--- src/rtl/sup_pkg.sv ---
package sup_pkg;
  parameter int CODE_W = 8;
  parameter int ADDR_W = 8;
  parameter int DATA_W = 8;
  parameter int KEY_W  = 4;

  localparam logic [ADDR_W-1:0] ADDR_PATH  = 8'h08;
  localparam logic [ADDR_W-1:0] ADDR_GUARD = 8'h09;
  localparam int PATH_BIT   = 5;
  localparam int BYPASS_BIT = 6;
  localparam logic [KEY_W-1:0] KEY_OPEN  = 4'h5;
  localparam logic [KEY_W-1:0] KEY_RESET = 4'h0;

  typedef struct packed {
    logic [KEY_W-1:0] key;
    logic             path_en;
    logic             bypass_en;
  } chg_fields_t;

  localparam chg_fields_t FIELDS_RESET = '{key: KEY_RESET, path_en: 1'b0, bypass_en: 1'b0};
endpackage

--- src/rtl/sup_threshold_cmp.sv ---
module sup_threshold_cmp #(
  parameter int W = 8
) (
  input  logic [W-1:0] vmain,
  input  logic [W-1:0] vbak,
  input  logic [W-1:0] vref,
  output logic         below
);
  logic [W-1:0] thr;

  always_comb begin
    thr   = (vbak < vref) ? vbak : vref;
    below = (vmain < thr);
  end
endmodule

--- src/rtl/sup_mode_reg.sv ---
module sup_mode_reg (
  input  logic clk,
  input  logic rst_n,
  input  logic below,
  output logic on_backup,
  output logic entering
);
  always_ff @(posedge clk) begin
    if (!rst_n) on_backup <= 1'b0;
    else        on_backup <= below;
  end

  assign entering = below & ~on_backup;
endmodule

--- src/rtl/chg_field_regs.sv ---
module chg_field_regs
  import sup_pkg::*;
#(
  parameter int AW = ADDR_W,
  parameter int DW = DATA_W
) (
  input  logic          clk,
  input  logic          rst_n,
  input  logic          clear,
  input  logic          block_wr,
  input  logic          wr_en,
  input  logic [AW-1:0] wr_addr,
  input  logic [DW-1:0] wr_data,
  output chg_fields_t   fields
);
  logic hit_guard, hit_path;

  assign hit_guard = wr_en && !block_wr && (wr_addr == ADDR_GUARD);
  assign hit_path  = wr_en && !block_wr && (wr_addr == ADDR_PATH);

  always_ff @(posedge clk) begin
    if (!rst_n || clear) begin
      fields <= FIELDS_RESET;
    end else begin
      if (hit_guard) begin
        fields.key       <= wr_data[KEY_W-1:0];
        fields.bypass_en <= wr_data[BYPASS_BIT];
      end
      if (hit_path) fields.path_en <= wr_data[PATH_BIT];
    end
  end
endmodule

--- src/rtl/chg_switch_drv.sv ---
module chg_switch_drv
  import sup_pkg::*;
(
  input  chg_fields_t fields,
  input  logic        on_backup,
  output logic        key_closed,
  output logic        path_closed,
  output logic        bypass_closed
);
  always_comb begin
    key_closed    = !on_backup && (fields.key == KEY_OPEN);
    path_closed   = !on_backup && fields.path_en;
    bypass_closed = key_closed && path_closed && fields.bypass_en;
  end
endmodule

--- src/rtl/sup_backup_ctl.sv ---
module sup_backup_ctl
  import sup_pkg::*;
#(
  parameter int CW = CODE_W,
  parameter int AW = ADDR_W,
  parameter int DW = DATA_W
) (
  input  logic          clk,
  input  logic          rst_n,
  input  logic [CW-1:0] vmain_code,
  input  logic [CW-1:0] vbak_code,
  input  logic [CW-1:0] vref_code,
  input  logic          wr_en,
  input  logic [AW-1:0] wr_addr,
  input  logic [DW-1:0] wr_data,
  output logic          on_backup,
  output logic          sw_key_closed,
  output logic          sw_path_closed,
  output logic          sw_bypass_closed
);
  logic        below, entering;
  chg_fields_t fields;

  sup_threshold_cmp #(.W(CW)) u_cmp (
    .vmain(vmain_code), .vbak(vbak_code), .vref(vref_code), .below(below)
  );

  sup_mode_reg u_mode (
    .clk(clk), .rst_n(rst_n), .below(below),
    .on_backup(on_backup), .entering(entering)
  );

  chg_field_regs #(.AW(AW), .DW(DW)) u_regs (
    .clk(clk), .rst_n(rst_n), .clear(entering), .block_wr(on_backup),
    .wr_en(wr_en), .wr_addr(wr_addr), .wr_data(wr_data), .fields(fields)
  );

  chg_switch_drv u_drv (
    .fields(fields), .on_backup(on_backup),
    .key_closed(sw_key_closed), .path_closed(sw_path_closed),
    .bypass_closed(sw_bypass_closed)
  );
endmodule

--- config.mk ---
export PLATFORM = sky130hd
export DESIGN_NAME = sup_backup_ctl
export DESIGN_NICKNAME = d
export VERILOG_FILES = /design/src/rtl/sup_pkg.sv /design/src/rtl/sup_threshold_cmp.sv /design/src/rtl/sup_mode_reg.sv /design/src/rtl/chg_field_regs.sv /design/src/rtl/chg_switch_drv.sv /design/src/rtl/sup_backup_ctl.sv
export SDC_FILE = /design/constraint.sdc
export NUM_CORES = 1
export LEC_CHECK = 0
export BUFFER_PORTS_ARGS = -buffer_cell sky130_fd_sc_hd__buf_2
export CORE_UTILIZATION = 45
export CTS_BUF_LIST = sky130_fd_sc_hd__clkbuf_4 sky130_fd_sc_hd__clkbuf_8
export DETAILED_ROUTE_END_ITERATION = 10
export PLACE_DENSITY = 0.81
export SLEW_MARGIN = 0
export SYNTH_ARGS = -nofsm -noshare
export SYNTH_HDL_FRONTEND = slang
export SYNTH_HIERARCHICAL = 1
export SYNTH_SLANG_ARGS = --single-unit
--- constraint.sdc ---
create_clock -name clk -period 10.7 [get_ports clk]
set_clock_uncertainty 0.15 [all_clocks]
set_input_delay 0.535 -clock clk [delete_from_list [all_inputs] [get_ports clk]]
set_output_delay 0.535 -clock clk [all_outputs]
set_load 0.03 [all_outputs]
# [After elaboration in Yosys (flattened, before gate mapping)]
# Index checks and enable logic that the tools add are counted.
[word_totals] ff_bits=7 latchBits=0 ram_bits=0 rom_bits=0 inputBits=43 output_inout_bits=4 word_cells=22 memories=0
[op_classes] n_addsub=0 n_mul=0 div_mod_pow=0 n_lt_le_gt_ge=2 n_eq_ne=3 n_shift=0 muxes=1 bitwise_logic=2 n_reduce_logical=10
[op_table] operator="$eq 8x4->1 const B" n=2
[op_table] operator="$lt 8x8->1" n=2
[op_table] operator="$mux 8" n=1
[op_table] operator="$logic_and 1x1->1" n=7
[op_table] operator="$eq 4x3->1 const B" n=1
[op_table] operator="$logic_not 1->1" n=2
[op_table] operator="$and 1x1->1" n=1
[op_table] operator="$logic_or 1x1->1" n=1
[op_table] operator="$not 1->1" n=1

# [Depth between registers and ports, before layout]
[depth] ltp_word=5 ltp_mapped=17 mapped_depth_nobuf=16

# [Modules after synthesis]
# The synthesis kept the hierarchy.
[modules_own_cells] mod="sup_threshold_cmp" instances=1 cells_per_inst=52 area_each_um2=434.2 seq_area_each_um2=0.0
[modules_own_cells] mod="chg_field_regs" instances=1 cells_per_inst=31 area_each_um2=290.3 seq_area_each_um2=120.1
[modules_own_cells] mod="sup_mode_reg" instances=1 cells_per_inst=3 area_each_um2=40.0 seq_area_each_um2=20.0
[modules_own_cells] mod="chg_switch_drv" instances=1 cells_per_inst=5 area_each_um2=32.5 seq_area_each_um2=0.0

# [Worst setup path after synthesis]
# OpenSTA, ideal clock, no wires.
[synth_path] path_kind="input-to-reg" startpoint="in vref_code[1]" endpoint="reg u_regs/fields[2] (netlist name)" setup_ps=135 arrival_time_ps=3525 required_time_ps=10415 slack_ps=6890 path_stages=15 path_buffers=1 path_cell_list="inv_1 > ha_1 > a2111o_1 > a31oi_4 > mux2i_1 > ha_1 > a211o_1 > a211oi_1 > nor4bb_1 > a211o_1 > nor2b_4 > nor2b_1 > clkbuf_1 > nand2_1 > mux2i_1"
[synth_via] elab_chain_len=5
[synth_lines] element="from (decl)" line="sup_backup_ctl.sv:12" text="input logic [CW-1:0] vref_code,"
[synth_lines] element="$lt 8x8->1" line="sup_threshold_cmp.sv:12" text="thr = (vbak < vref) ? vbak : vref;"
[synth_lines] element="$mux 8 (*)" line="sup_threshold_cmp.sv:12"
[synth_lines] element="$lt 8x8->1 (*)" line="sup_threshold_cmp.sv:13" text="below = (vmain < thr);"
[synth_lines] element="via below" line="sup_backup_ctl.sv:21" text="logic below, entering;"
[synth_lines] element="$and 1x1->1 (*)" line="sup_mode_reg.sv:13" text="assign entering = below & ~on_backup;"
[synth_lines] element="via entering" line="sup_backup_ctl.sv:21"
[synth_lines] element="$logic_or 1x1->1 (*)" line="chg_field_regs.sv:22" text="if (!rst_n || clear) begin"
# The timed path passes the listed nets; every way through them passes the cells marked *.
# A chain may end at the register's enable or synchronous reset.

# [Final worst setup path]
[layout_path] startpoint="in vbak_code[1]" endpoint="reg u_regs/fields[1] (netlist name)"
[layout_via] elab_chain_len=5
[layout_lines] element="from (decl)" line="sup_backup_ctl.sv:11" text="input logic [CW-1:0] vbak_code,"
[layout_lines] element="$lt 8x8->1" line="sup_threshold_cmp.sv:12"
[layout_lines] element="$mux 8 (*)" line="sup_threshold_cmp.sv:12"
[layout_lines] element="$lt 8x8->1 (*)" line="sup_threshold_cmp.sv:13"
[layout_lines] element="via below" line="sup_backup_ctl.sv:21"
[layout_lines] element="$and 1x1->1 (*)" line="sup_mode_reg.sv:13"
[layout_lines] element="via entering" line="sup_backup_ctl.sv:21"
[layout_lines] element="$logic_or 1x1->1 (*)" line="chg_field_regs.sv:22"
# Marked as above.

==> flow_metrics.py <==
metrics = {
    "run_status": {
        "outcome": "complete, but fails checks",
        "failed_checks": "design-rule violations",
    },
    "job": {
        "drv_cap": 0,
    },
    "clock_tree": {
        "clk_pin_slew_ns": 0.06,
        "postCtsSetupBuffers": 0,
        "cts_root_buffer": "clkbuf_4",
        "cts_buffer_depth": 2,
        "holdBufCountCts": 0,
        "numCtsBuffers": 3,
        "cts.sinks": 7,
        "cts_tree": "built",
        "postCtsResizedCells": 0,
        "h-tree-depth": 1,
        "insertion_delay_ns": 0.25,
    },
    "routing": {
        "avgViaCountPerCell": 5.27,
        "wl_per_cell_um": 11.5,
        "drtAntennaViolNets": 0,
        "drtPass1Iterations": 7,
        "drc": 3,
        "via_count": 811,
        "first_iter_violations": 4,
        "routed_wl_mm": 1.78,
    },
    "cells_and_area": {
        "final_common_cell": "buf_2",
        "diodes": 0,
        "area_growth_pct": 33.4,
        "nets": 196,
        "finalNonFillerCells": 154,
        "drive_above_1_share": 0.384,
        "layout_common_cells": "44 x buf_2, 15 x nand2_1, 14 x ha_1",
    },
    "synth": {
        "syn_nets": 148,
        "syn-instance-count": 91,
        "yosysWarningCount": 6,
        "avgSynthCellArea_sq_um": 8.76,
        "ys_types": 26,
        "ys_ff_latch": 7,
        "ys_seq_area_frac": 0.176,
        "syn_area_sq_um": 797,
    },
    "place": {
        "numPortBuffers": 44,
        "dp_hpwl_mm": 1.52,
        "dp_cells": 150,
        "place_congestion": 0.774,
        "dp_slack_ns": 6.40,
    },
    "power": {
        "power.internal_mw": 0.0620,
        "ir_drop_uv": 83.8,
        "pwr-share-comb": 0.400,
        "power.density_mw_per_mm2": 86.4,
        "p_leak_nw": 0.561,
        "p_sw_mw": 0.0299,
        "total_power_mw": 0.0919,
        "power_frac_clock": 0.298,
        "netSwitchingFraction": 0.325,
        "seqPwrFrac": 0.302,
    },
    "sta": {
        "finalSetupViolCount": 0,
        "period_share": 0.380,
        "min_period_ns": 4.07,
        "whs_ns": 0.315,
        "fin_setup_tns_ns": 0,
        "max_freq_ghz": 0.246,
        "hold_viol_final": 0,
        "slew_headroom": 0.493,
        "drv_slew": 0,
        "rsz0062_at_grt": "no",
        "setup_ws_ns": 6.63,
        "worst_pin_slew_ns": 0.760,
    },
    "floorplanning": {
        "die_h_um": 44.1,
        "rows": 14,
        "dieArea_sq_mm": 0.00194,
        "initial_core_util": 0.506,
        "pin_count": 47,
        "die_width_um": 44.1,
        "core_sq_mm": 0.00158,
    },
    "global_route": {
        "grt_max_degree": 13,
        "grt_usage": 0.190,
        "grt-ovfl-total": 0,
        "first_global_vias": 724,
        "grt_first_pass_wirelength_mm": 2.77,
        "antenna_found_initial": 0,
    },
    "critical_path": {
        "end_kind": "flop",
        "crit_type": "primary input to flop",
        "cp.arrival_ns": 4.09,
        "crit_path_start_kind": "primary input",
        "crit_start": "vbak_code[1]",
        "reg2reg_from": "u_mode/on_backup",
        "cp_data_required_time_ns": 10.72,
        "path_max_fanout": 12,
    },
    "worst_hold_path": {
        "hold_class": "flop to flop",
        "hold_start": "u_regs/fields[2]",
    },
}
Yosys cell counts:
cell type | number | share of area
nor4_1 | 1 | 0.0079
nor4bb_1 | 1 | 0.013
nor2b_1 | 2 | 0.016
a211oi_1 | 2 | 0.019
mux2i_1 | 13 | 0.16
nand4_1 | 1 | 0.0079
o21ai_0 | 4 | 0.025
clkbuf_1 | 1 | 0.0047
a31oi_4 | 1 | 0.027
nand2_1 | 15 | 0.071
or4b_4 | 1 | 0.017
a21oi_1 | 3 | 0.019
a211o_1 | 2 | 0.022
inv_1 | 9 | 0.042
nor2_1 | 4 | 0.019
and2_1 | 1 | 0.0079
or4b_1 | 1 | 0.013
and4b_2 | 1 | 0.014
nand4bb_1 | 1 | 0.014
nand3b_1 | 1 | 0.0094
nand2b_1 | 2 | 0.016
ha_1 | 14 | 0.22
a2111o_1 | 1 | 0.014
nor2b_4 | 1 | 0.017
nor4_4 | 1 | 0.027
dfxtp_1 | 7 | 0.18
per-stage QoR:
stage          cell area (sq um)  utilization
2_1_floorplan                797            -
3_3_place_gp                1030        0.656
3_5_place_dp                1030        0.656
4_1_cts                     1060        0.675
5_1_grt                     1060        0.675
6_report                    1060        0.675
state kept, by name, summed over array words and instances, names as in the netlist:
| name | count |
|---|---|
| u_regs/fields | 6 |
| u_mode/on_backup | 1 |
cells by family (layout without fill, tap and decap cells):
logic type      Yosys count  after routing  synth area share
compound gates           13             13             0.126
fa+ha+maj                14             14             0.220
buf+inv                  10             57            0.0471
flops                     7              7             0.176
mux                      13             13             0.163
simple gates             34             34             0.268
power groups by stage:
| stage | Sequential (mW) | Clock [mW] | Combinational (mW) |
|---|---|---|---|
| final | 0.0278 | 0.0274 | 0.0368 |
| after global routing | 0.0278 | 0.0290 | 0.0419 |
| after CTS | 0.0278 | 0.0285 | 0.0372 |
| after detailed placement | 0.0283 | 0 | 0.0370 |
| after global placement | 0.0283 | 0 | 0.0354 |
| after floorplan | 0.0293 | 0 | 0.0231 |
area by class of cell:
cell class | count | area [sq um]
Clock buffer | 4 | 30.0
Tap cell | 16 | 20.0
Sequential cell | 7 | 140
Multi-Input combinational cell | 74 | 619
Inverter | 9 | 33.8
Timing Repair Buffer | 44 | 220
Fill cell | 143 | 513
worst max-delay path, stage by stage:
cell	delay, ns
buf_2	0.11
ha_1	0.27
a2111o_1	0.41
a31oi_4	0.40
mux2i_1	0.17
ha_1	0.31
nand4_1	0.10
a21oi_1	0.17
a211oi_1	0.12
and4b_2	0.23
a211o_1	0.24
nor2b_4	0.12
nor2b_1	0.60
nand2_1	0.11
mux2i_1	0.19
worst paths after layout:
kind / end / slack (ns) / depth (start not counted)
worst min register to register: u_regs/fields[2] / 0.32 / 2
worst max register to register: u_regs/fields[4] / 8.90 / 3
worst min-delay path: u_regs/fields[2] / 0.32 / 2
worst max-delay path: u_regs/fields[1] / 6.63 / 15
per-layer routing:
layer	up-vias	wire length [um]	track usage
li1	426	-	-
met3	0	66	0.0245
met2	22	931	0.365
met4	0	0	0.0727
met1	363	779	0.209
met5	-	0	0
Note: power is estimated with default switching activity, not from simulation.
